`config.mk`:
```
export PLATFORM = sky130hd
export DESIGN_NAME = ext_irq_ctrl
export DESIGN_NICKNAME = d
export VERILOG_FILES = /design/src/rtl/ext_irq_pkg.sv /design/src/rtl/irq_pin_sync.sv /design/src/rtl/irq_pin_channel.sv /design/src/rtl/irq_bus_decode.sv /design/src/rtl/ext_irq_ctrl.sv
export SDC_FILE = /design/constraint.sdc
export NUM_CORES = 2
export LEC_CHECK = 0
export BUFFER_PORTS_ARGS = -buffer_cell sky130_fd_sc_hd__buf_4
export CORE_AREA = 4 4 333 335
export DETAILED_ROUTE_END_ITERATION = 16
export DIE_AREA = 0 0 337 339
export HOLD_SLACK_MARGIN = 0.05
export MAX_ROUTING_LAYER = met4
export PLACE_DENSITY = 0.76
export SKIP_LAST_GASP = 1
export SLEW_MARGIN = 5
export SYNTH_ARGS = -nofsm -noshare
export SYNTH_HDL_FRONTEND = slang
export SYNTH_SLANG_ARGS = --single-unit
```
`constraint.sdc`:
```
create_clock -name clk -period 3.5 [get_ports clk]
set_input_delay 0.525 -clock clk [delete_from_list [all_inputs] [get_ports clk]]
set_output_delay 0.525 -clock clk [all_outputs]
set_load 0.01 [all_outputs]
```
`src/rtl/ext_irq_pkg.sv`:
```
package ext_irq_pkg;

    localparam int ADDR_W = 9;
    localparam int DATA_W = 32;

    // register offsets inside the single CPU bank
    localparam logic [ADDR_W-1:0] OFS_REQ     = 9'h000;
    localparam logic [ADDR_W-1:0] OFS_EN_CLR  = 9'h004;
    localparam logic [ADDR_W-1:0] OFS_EN_SET  = 9'h008;
    localparam logic [ADDR_W-1:0] OFS_DET     = 9'h100;
    localparam logic [1:0]        CFG_REGION  = 2'b11;   // addr[8:7] for 0x180..0x1FC

    // sense field codes
    localparam logic [5:0] SENSE_LOW  = 6'h01;
    localparam logic [5:0] SENSE_HIGH = 6'h02;
    localparam logic [5:0] SENSE_FALL = 6'h04;
    localparam logic [5:0] SENSE_RISE = 6'h08;
    localparam logic [5:0] SENSE_BOTH = 6'h0C;

    typedef struct packed {
        logic lvl_lo;
        logic lvl_hi;
        logic fall;
        logic rise;
        logic valid;
    } sense_mode_t;

    typedef enum logic {
        DET_IDLE,
        DET_PENDING
    } det_state_t;

    typedef enum logic [2:0] {
        REG_NONE,
        REG_REQ,
        REG_EN_CLR,
        REG_EN_SET,
        REG_DET,
        REG_CFG
    } reg_region_t;

    function automatic sense_mode_t sense_decode(input logic [5:0] code);
        sense_mode_t m;
        m = '0;
        unique case (code)
            SENSE_LOW:  m.lvl_lo = 1'b1;
            SENSE_HIGH: m.lvl_hi = 1'b1;
            SENSE_FALL: m.fall   = 1'b1;
            SENSE_RISE: m.rise   = 1'b1;
            SENSE_BOTH: begin
                m.fall = 1'b1;
                m.rise = 1'b1;
            end
            default: m = '0;
        endcase
        m.valid = m.lvl_lo | m.lvl_hi | m.fall | m.rise;
        return m;
    endfunction

endpackage

```
`src/rtl/irq_pin_sync.sv`:
```
module irq_pin_sync #(
    parameter int STAGES = 2
) (
    input  logic clk,
    input  logic rst_n,
    input  logic pin_i,
    output logic lvl_o,
    output logic lvl_prev_o
);

    localparam int CHAIN = STAGES + 1;

    logic [CHAIN-1:0] chain_q;

    always_ff @(posedge clk or negedge rst_n) begin
        if (!rst_n) begin
            chain_q <= '0;
        end else begin
            chain_q <= {chain_q[CHAIN-2:0], pin_i};
        end
    end

    assign lvl_o      = chain_q[STAGES-1];
    assign lvl_prev_o = chain_q[STAGES];

endmodule

```
`src/rtl/irq_pin_channel.sv`:
```
module irq_pin_channel
    import ext_irq_pkg::*;
(
    input  logic              clk,
    input  logic              rst_n,
    input  logic              lvl_i,
    input  logic              lvl_prev_i,
    input  logic              cfg_we_i,
    input  logic [DATA_W-1:0] cfg_wdata_i,
    input  logic              det_clr_i,
    input  logic              en_set_i,
    input  logic              en_clr_i,
    output logic [DATA_W-1:0] cfg_o,
    output logic              det_o,
    output logic              en_o,
    output logic              irq_o
);

    logic [DATA_W-1:0] cfg_q;
    logic              en_q;
    det_state_t        state_q, state_d;
    sense_mode_t       mode;
    logic              hit;

    // configuration word, whole width is storage
    always_ff @(posedge clk or negedge rst_n) begin
        if (!rst_n) begin
            cfg_q <= '0;
        end else if (cfg_we_i) begin
            cfg_q <= cfg_wdata_i;
        end
    end

    always_ff @(posedge clk or negedge rst_n) begin
        if (!rst_n) begin
            en_q <= 1'b0;
        end else if (en_set_i) begin
            en_q <= 1'b1;
        end else if (en_clr_i) begin
            en_q <= 1'b0;
        end
    end

    always_comb begin
        mode = sense_decode(cfg_q[5:0]);
        hit  = (mode.lvl_lo & ~lvl_i)
             | (mode.lvl_hi &  lvl_i)
             | (mode.fall   &  lvl_prev_i & ~lvl_i)
             | (mode.rise   & ~lvl_prev_i &  lvl_i);
    end

    // latch machine: next-state logic
    always_comb begin
        state_d = state_q;
        unique case (state_q)
            DET_IDLE: begin
                if (hit) state_d = DET_PENDING;              // latch
            end
            DET_PENDING: begin
                if (det_clr_i && !hit) state_d = DET_IDLE;   // clear
            end
            default: state_d = DET_IDLE;
        endcase
    end

    // latch machine: state register
    always_ff @(posedge clk or negedge rst_n) begin
        if (!rst_n) begin
            state_q <= DET_IDLE;
        end else begin
            state_q <= state_d;
        end
    end

    // latch machine: outputs
    always_comb begin
        det_o = (state_q == DET_PENDING);
        en_o  = en_q;
        irq_o = det_o & en_q;
        cfg_o = cfg_q;
    end

    AST_RISE_LATCH: assert property (@(posedge clk) disable iff (!rst_n)
        (mode.rise && lvl_i && !lvl_prev_i) |=> det_o);
    AST_FALL_LATCH: assert property (@(posedge clk) disable iff (!rst_n)
        (mode.fall && !lvl_i && lvl_prev_i) |=> det_o);
    AST_LEVEL_RELATCH: assert property (@(posedge clk) disable iff (!rst_n)
        (mode.lvl_hi && lvl_i) |=> det_o);
    AST_INVALID_QUIET: assert property (@(posedge clk) disable iff (!rst_n)
        (!mode.valid && !det_o) |=> !det_o);
    AST_W1C_CLEARS: assert property (@(posedge clk) disable iff (!rst_n)
        (det_clr_i && !mode.valid) |=> !det_o);
    AST_EN_SET: assert property (@(posedge clk) disable iff (!rst_n)
        en_set_i |=> en_o);
    AST_EN_CLR: assert property (@(posedge clk) disable iff (!rst_n)
        (en_clr_i && !en_set_i) |=> !en_o);

endmodule

```
`src/rtl/irq_bus_decode.sv`:
```
module irq_bus_decode
    import ext_irq_pkg::*;
#(
    parameter int NUM_PINS = 32
) (
    input  logic                              clk,
    input  logic                              rst_n,
    input  logic                              sel_i,
    input  logic                              we_i,
    input  logic [ADDR_W-1:0]                 addr_i,
    input  logic [DATA_W-1:0]                 wdata_i,
    input  logic [NUM_PINS-1:0]               en_i,
    input  logic [NUM_PINS-1:0]               det_i,
    input  logic [NUM_PINS-1:0][DATA_W-1:0]   cfg_i,
    output logic [NUM_PINS-1:0]               en_set_o,
    output logic [NUM_PINS-1:0]               en_clr_o,
    output logic [NUM_PINS-1:0]               det_clr_o,
    output logic [NUM_PINS-1:0]               cfg_we_o,
    output logic [DATA_W-1:0]                 rdata_o
);

    localparam int IDX_W = 5;

    reg_region_t       region;
    logic [IDX_W-1:0]  cfg_idx;
    logic              wr;
    logic [DATA_W-1:0] req_w, en_w, det_w;

    always_comb begin
        cfg_idx = addr_i[6:2];
        region  = REG_NONE;
        if (addr_i == OFS_REQ)         region = REG_REQ;
        else if (addr_i == OFS_EN_CLR) region = REG_EN_CLR;
        else if (addr_i == OFS_EN_SET) region = REG_EN_SET;
        else if (addr_i == OFS_DET)    region = REG_DET;
        else if (addr_i[8:7] == CFG_REGION && addr_i[1:0] == 2'b00
                 && int'(cfg_idx) < NUM_PINS)
            region = REG_CFG;
    end

    assign wr = sel_i & we_i;

    always_comb begin
        en_set_o  = (wr && region == REG_EN_SET) ? wdata_i[NUM_PINS-1:0] : '0;
        en_clr_o  = (wr && region == REG_EN_CLR) ? wdata_i[NUM_PINS-1:0] : '0;
        det_clr_o = (wr && region == REG_DET)    ? wdata_i[NUM_PINS-1:0] : '0;
    end

    for (genvar k = 0; k < NUM_PINS; k++) begin : g_cfg_we
        assign cfg_we_o[k] = wr && (region == REG_CFG) && (cfg_idx == IDX_W'(k));
    end

    always_comb begin
        req_w = '0;
        en_w  = '0;
        det_w = '0;
        req_w[NUM_PINS-1:0] = det_i & en_i;
        en_w[NUM_PINS-1:0]  = en_i;
        det_w[NUM_PINS-1:0] = det_i;
    end

    always_comb begin
        rdata_o = '0;
        if (sel_i && !we_i) begin
            unique case (region)
                REG_REQ:    rdata_o = req_w;
                REG_EN_CLR: rdata_o = en_w;
                REG_EN_SET: rdata_o = en_w;
                REG_DET:    rdata_o = det_w;
                REG_CFG:    rdata_o = cfg_i[cfg_idx];
                default:    rdata_o = '0;
            endcase
        end
    end

    AST_ONE_CFG_WORD: assert property (@(posedge clk) disable iff (!rst_n)
        $onehot0(cfg_we_o));
    AST_UNMAPPED_NO_WRITE: assert property (@(posedge clk) disable iff (!rst_n)
        (region == REG_NONE) |-> (en_set_o == '0 && en_clr_o == '0
                                  && det_clr_o == '0 && cfg_we_o == '0));

endmodule

```
`src/rtl/ext_irq_ctrl.sv`:
```
module ext_irq_ctrl
    import ext_irq_pkg::*;
#(
    parameter int NUM_PINS    = 32,
    parameter int SYNC_STAGES = 2
) (
    input  logic                clk,
    input  logic                rst_n,
    input  logic [NUM_PINS-1:0] pin_in,
    input  logic                bus_sel,
    input  logic                bus_we,
    input  logic [8:0]          bus_addr,
    input  logic [31:0]         bus_wdata,
    output logic [31:0]         bus_rdata,
    output logic [NUM_PINS-1:0] irq_out
);

    logic [NUM_PINS-1:0]             lvl, lvl_prev;
    logic [NUM_PINS-1:0]             en_set, en_clr, det_clr, cfg_we;
    logic [NUM_PINS-1:0]             det, en;
    logic [NUM_PINS-1:0][DATA_W-1:0] cfg;

    irq_bus_decode #(.NUM_PINS(NUM_PINS)) u_decode (
        .clk       (clk),
        .rst_n     (rst_n),
        .sel_i     (bus_sel),
        .we_i      (bus_we),
        .addr_i    (bus_addr),
        .wdata_i   (bus_wdata),
        .en_i      (en),
        .det_i     (det),
        .cfg_i     (cfg),
        .en_set_o  (en_set),
        .en_clr_o  (en_clr),
        .det_clr_o (det_clr),
        .cfg_we_o  (cfg_we),
        .rdata_o   (bus_rdata)
    );

    for (genvar n = 0; n < NUM_PINS; n++) begin : g_pin
        irq_pin_sync #(.STAGES(SYNC_STAGES)) u_sync (
            .clk        (clk),
            .rst_n      (rst_n),
            .pin_i      (pin_in[n]),
            .lvl_o      (lvl[n]),
            .lvl_prev_o (lvl_prev[n])
        );

        irq_pin_channel u_chan (
            .clk         (clk),
            .rst_n       (rst_n),
            .lvl_i       (lvl[n]),
            .lvl_prev_i  (lvl_prev[n]),
            .cfg_we_i    (cfg_we[n]),
            .cfg_wdata_i (bus_wdata),
            .det_clr_i   (det_clr[n]),
            .en_set_i    (en_set[n]),
            .en_clr_i    (en_clr[n]),
            .cfg_o       (cfg[n]),
            .det_o       (det[n]),
            .en_o        (en[n]),
            .irq_o       (irq_out[n])
        );
    end

    AST_IRQ_NEEDS_LATCH: assert property (@(posedge clk) disable iff (!rst_n)
        ((irq_out & ~det) == '0));
    AST_IRQ_AFTER_ENABLE: assert property (@(posedge clk) disable iff (!rst_n)
        ((en_set & det) != '0) |=> ((irq_out & $past(en_set & det)) != '0));

endmodule

```
# After elaboration in Yosys (flattened, before gate mapping)
# Index checks and enable logic that the tools add are counted.
# Widths: inputs -> output; s select.
totals:
  input_bits: 77
  out_inout_bits: 64
  wordCells: 1250
  register_bits: 1184
classes:
  n_mux: 300
  n_reduce_logical: 203
  magnitude_cmp: 1
  eq_ne: 200
  bitwise: 418
op_table:
  columns: ["op", "n"]
  rows:
  - ["$eq 6x4->1 const B", 64]
  - ["$mux 1", 256]
  - ["$and 1x1->1", 225]
  - ["$eq 6x1->1 const B", 32]
  - ["$eq 6x2->1 const B", 32]
  - ["$eq 6x3->1 const B", 32]
  - ["$bmux 32 s5", 1]
  - ["$mux 32", 5]
  - ["$reduce_or 2->1", 65]
  - ["$pmux 32 s4", 1]
  - ["$not 1->1", 96]
  - ["$or 1x1->1", 96]
  - ["$eq 5x5->1 const B", 16]
  - ["$logic_and 1x1->1", 70]
  - ["$pmux 1 s2", 32]
  - ["$reduce_bool 2->1", 32]
  - ["$eq 5x4->1 const B", 8]
  - ["$logic_not 1->1", 33]
  - ["$and 32x32->32", 1]
  - ["$eq 5x3->1 const B", 4]
  - ["$mux 3", 5]
  - ["$eq 5x2->1 const B", 2]
  - ["$eq 9x3->1 const B", 1]
  - ["$eq 9x4->1 const B", 1]
  - ["10 further kinds", 12]

# Depth between registers and ports, before layout
depth:
  word_depth: 13
  ltp_mapped: 10
  mapped_depth_nobuf: 5

# Cells and area by module
# From an unflattened synthesis, not the netlist that was laid out.
unflattened:
  cells_unflattened: 3763
  hier_area_um2: 55725.9
by_module_without_submodules:
  columns: ["mod", "area_per_inst_um2", "seq_area_each_um2", "cells_each", "instances"]
  rows:
  - ["irq_pin_channel", 1348.8, 850.8, 85, 32]
  - ["irq_bus_decode", 10162.2, 0.0, 947, 1]
  - ["irq_pin_sync", 75.1, 75.1, 3, 32]

# Worst setup path before layout
# OpenSTA, ideal clock, no wires.
synth_path:
  path_kind: "input -> output"
  startpoint: "input port bus_addr[2]"
  endpoint: "output port bus_rdata[31]"
  path_slack_ns: 0.467
  path_stages: 6
  arrival_time_ns: 2.508
  path_cell_list: "buf_2 -> buf_1 -> mux4_2 -> mux4_2 -> o221ai_1 -> o22ai_1"
synth_via:
  elab_chain_len: 9
  elab_cells_between_ends: 18
  cone_classes: "8 x eq/ne; 8 x mux; 2 x reduce/logical"
synth_rtl:
  columns: ["element", "line_no", "text"]
  rows:
  - ["start, declared", "ext_irq_ctrl.sv:12", "input logic [8:0] bus_addr,"]
  - ["$eq 9x9->1", "irq_bus_decode.sv:35", "else if (addr_i == OFS_DET) region = REG_DET;"]
  - ["$mux 3", "irq_bus_decode.sv:35", null]
  - ["$mux 3", "irq_bus_decode.sv:34", "else if (addr_i == OFS_EN_SET) region = REG_EN_SET;"]
  - ["$mux 3", "irq_bus_decode.sv:33", "else if (addr_i == OFS_EN_CLR) region = REG_EN_CLR;"]
  - ["$mux 3", "irq_bus_decode.sv:32", "if (addr_i == OFS_REQ) region = REG_REQ;"]
  - ["$eq 3x2->1", "irq_bus_decode.sv:65", "unique case (region)"]
  - ["$reduce_or 2->1 (no source line)", null, null]
  - ["$pmux 32 s4 (*)", "irq_bus_decode.sv:65", null]
  - ["$mux 32 (*)", "irq_bus_decode.sv:64", "if (sel_i && !we_i) begin"]
  - ["end, declared", "ext_irq_ctrl.sv:14", "output logic [31:0] bus_rdata,"]
# Mark *: on every way between the ends. The rest lies on a longest branch, timed or not. The select of a mux whose other input is x is not followed.

# Worst setup path in the final report
layout_path:
  startpoint: "input port bus_addr[6]"
  endpoint: "output port bus_rdata[2]"
# The elaborated chain is that of the path after synthesis.

==> flow_summary.ini <==
[run_status]
status = finished, final reports clean

[die]
die_area_um2 = 114000
placementRows = 121
io_pins = 141
core_area_um2 = 108000
initial_core_util_pct = 49.6
fp.dieH_um = 339
die_x_um = 337

[logic_synthesis]
synth-edff-count = 0
syn_nets = 3656
ys_ff_latch = 1184
synth_area_um2 = 53600
synth_cell_types = 41
syn_inst = 3579
avgSynthCellArea_um2 = 15.0
yosys_warnings = 0
dominantRegCellSynth = dfrtp_1
async_reset_ff_share_pct = 100
yosysSeqAreaShare_pct = 55.2

[final_layout]
layout_common_cells = dfrtp_1 (1184), mux2_2 (1042), mux4_2 (280)
num-nets-final = 3780
instances_no_fill = 5215
drive_gt1_share_pct = 49.3
final_area_um2 = 61300
syn2layout_area_growth_pct = 14.3
final_util_pct = 56.7
final_common_cell = dfrtp_1

[timing]
fin_crit_ns = 3.47
tightest_slew_ns = 1.20
fin_crit_sh_pct = 99.3
final_max_slew_viol_count = 0
rsz0062_at_grt = false
setup_tns_ns = 0
fmaxAchievable_ghz = 0.288
hold_ws_ns = 0.274
setup_violations = 0
finalClockSkew_ns = 0.0138
hold_violations = 0
slew_headroom_pct = 19.8

[pwr]
power.share.sequential_pct = 49.0
p_comb_share_pct = 6.0
power_switching_mw = 6.88
powerDensity_nw_per_um2 = 480
pwr-share-clk_pct = 44.9
internal_power_mw = 22.6
ir_drop_mv = 0.457
p_leak_nw = 29.2
switching_share_pct = 23.4

[worst_setup_path]
crit_top_cell = buf_4
max_stage_delay_ns = 0.56
cp_slowest_cell = or3_1
cp_max_fo = 16
start_kind = input port
reg2reg_slack_ns = 2.11
crit_type = in2out
crit_required_ns = 2.97
crit_family = simple AND/OR/NAND/NOR gates
cp.arrival_ns = 2.95
path_buf_inv = 4
end_kind = output pin
worstPathCellList = buf_4 -> or3_1 -> nor4_4 -> buf_12 -> a21o_1 -> a32oi_1 -> o21ai_0 -> buf_4 -> buf_4

[drt]
firstDrtPassIters = 5
viasPerCell = 6.39
drtIter0Drc = 3352
drc_errors = 0
ant_nets = 0
via_count = 33300
drt-total-wl_um = 153000
wl_per_cell_um = 29.4

[flow_run]
drv_cap = 0

[clocking]
cts_tree = built
cts_sinks = 1184
cts_buffers = 119
clockBufferDepth = 3
htreeDepth = 3
clock_latency_ns = 0.72
cts_root_buf = clkbuf_16
cts.clk_slew.worst_paths_ns = 0.06

[placement]
placed_area_um2 = 56900
dp_hpwl_um = 97700
dp_cells = 4963
gp_congestion = 0.871
port_buffers = 140

[worst_hold_path]
hold_class = in2reg

[global_routing]
grt_max_degree = 161
grt_usage_pct = 27.8
grt-ovfl-total = 0
grt_pass1_wl_um = 231000
grt_pass1_vias = 34800
antenna_found_initial = 2
state kept, by name, indices dropped and copies added (netlist names):
signal,cells
g_pin.u_chan.en_o,32
g_pin.u_chan.cfg_o,1024
g_pin.u_sync.chain_q,96
g_pin.u_chan.det_o,32
cell usage after synthesis, types with 36 or more instances:
library cell / number / area [um^2]
nand2_1: 93 / 349
buf_4: 77 / 578
o22ai_1: 101 / 632
buf_2: 93 / 465
mux2_2: 1042 / 11700
dfrtp_1: 1184 / 29600
a21oi_1: 89 / 445
nor2_1: 138 / 518
mux4_2: 280 / 6310
nand2b_1: 36 / 225
clkbuf_1: 147 / 552
o221ai_1: 38 / 333
worst reg2reg max path: cells and delay by family (launching register included):
family	cells	cell delay [ns]
flops	1	0.44
compound gates	2	0.89
metal layers:
layer	wire [um]	vias up	global-route usage [%]
li1	-	13500	-
met1	63000	17900	38.5
met2	70500	1544	41.2
met3	13600	387	5.73
met4	6210	0	9.92
met5	0	-	-
path summary, 6_finish.rpt:
kind,from,to,depth (start not counted)
max,bus_addr[6],bus_rdata[2],9
min,bus_wdata[15],g_pin[15].u_chan.det_o,3
max reg2reg,g_pin[31].u_chan.cfg_o[1],g_pin[31].u_chan.det_o,2
min reg2reg,g_pin[23].u_sync.chain_q[0],g_pin[23].u_sync.chain_q[1],0
max in group asynchronous,rst_n,g_pin[31].u_chan.cfg_o[11],3
min in group asynchronous,rst_n,g_pin[20].u_sync.chain_q[0],2
stage by stage:
stage	setup slack [ns]	power, mW
after floorplan	0.467	15.4
after global placement	0.0617	16.4
after detailed placement	0.0795	16.4
after CTS	0.0121	29.6
after global routing	0.000471	30.3
final	0.0261	29.4
logic make-up (layout without fill, tap and decap cells):
kind of cell / count (synthesis) / after routing / share of synthesized area, %
AOI/OAI and AO/OA: 348 / 348 / 4.40
xor gates and xnor gates: 1 / 1 / 0.0163
adders and majority gates: 1 / 1 / 0.0187
buffers and inverters: 376 / 597 / 3.51
DFF: 1184 / 1184 / 55.2
muxes: 1336 / 1336 / 33.9
other: 0 / 1 / 0
and+or+nand+nor: 333 / 333 / 2.89
final cells by class:
type	instances	area (um^2)
fill	8306	46800
timing repair buffer	345	3400
multi-input combinational	2019	22300
antenna	1	2.50
inverter	34	128
sequential	1184	29600
tap	1414	1770
clock inverter	41	518
clock buffer	177	3550
power groups by stage:
stage / sequential (mW) / clock, mW / combinational, mW
6_report: 14.4 / 13.2 / 1.78
5_1_grt: 14.5 / 14.0 / 1.92
4_1_cts: 14.4 / 13.4 / 1.78
3_5_place_dp: 14.7 / 0 / 1.75
3_3_place_gp: 14.6 / 0 / 1.72
2_1_floorplan: 14.5 / 0 / 0.941
timing repair:
action                                  in CTS  in global routing
resized for setup                            0                  2
endpoints found under the setup margin       0                  2
hold buffers                                33                  0
setup buffers                                0                  0
hold endpoints to repair                   160                  0
Power figures use the tool's default switching activity.
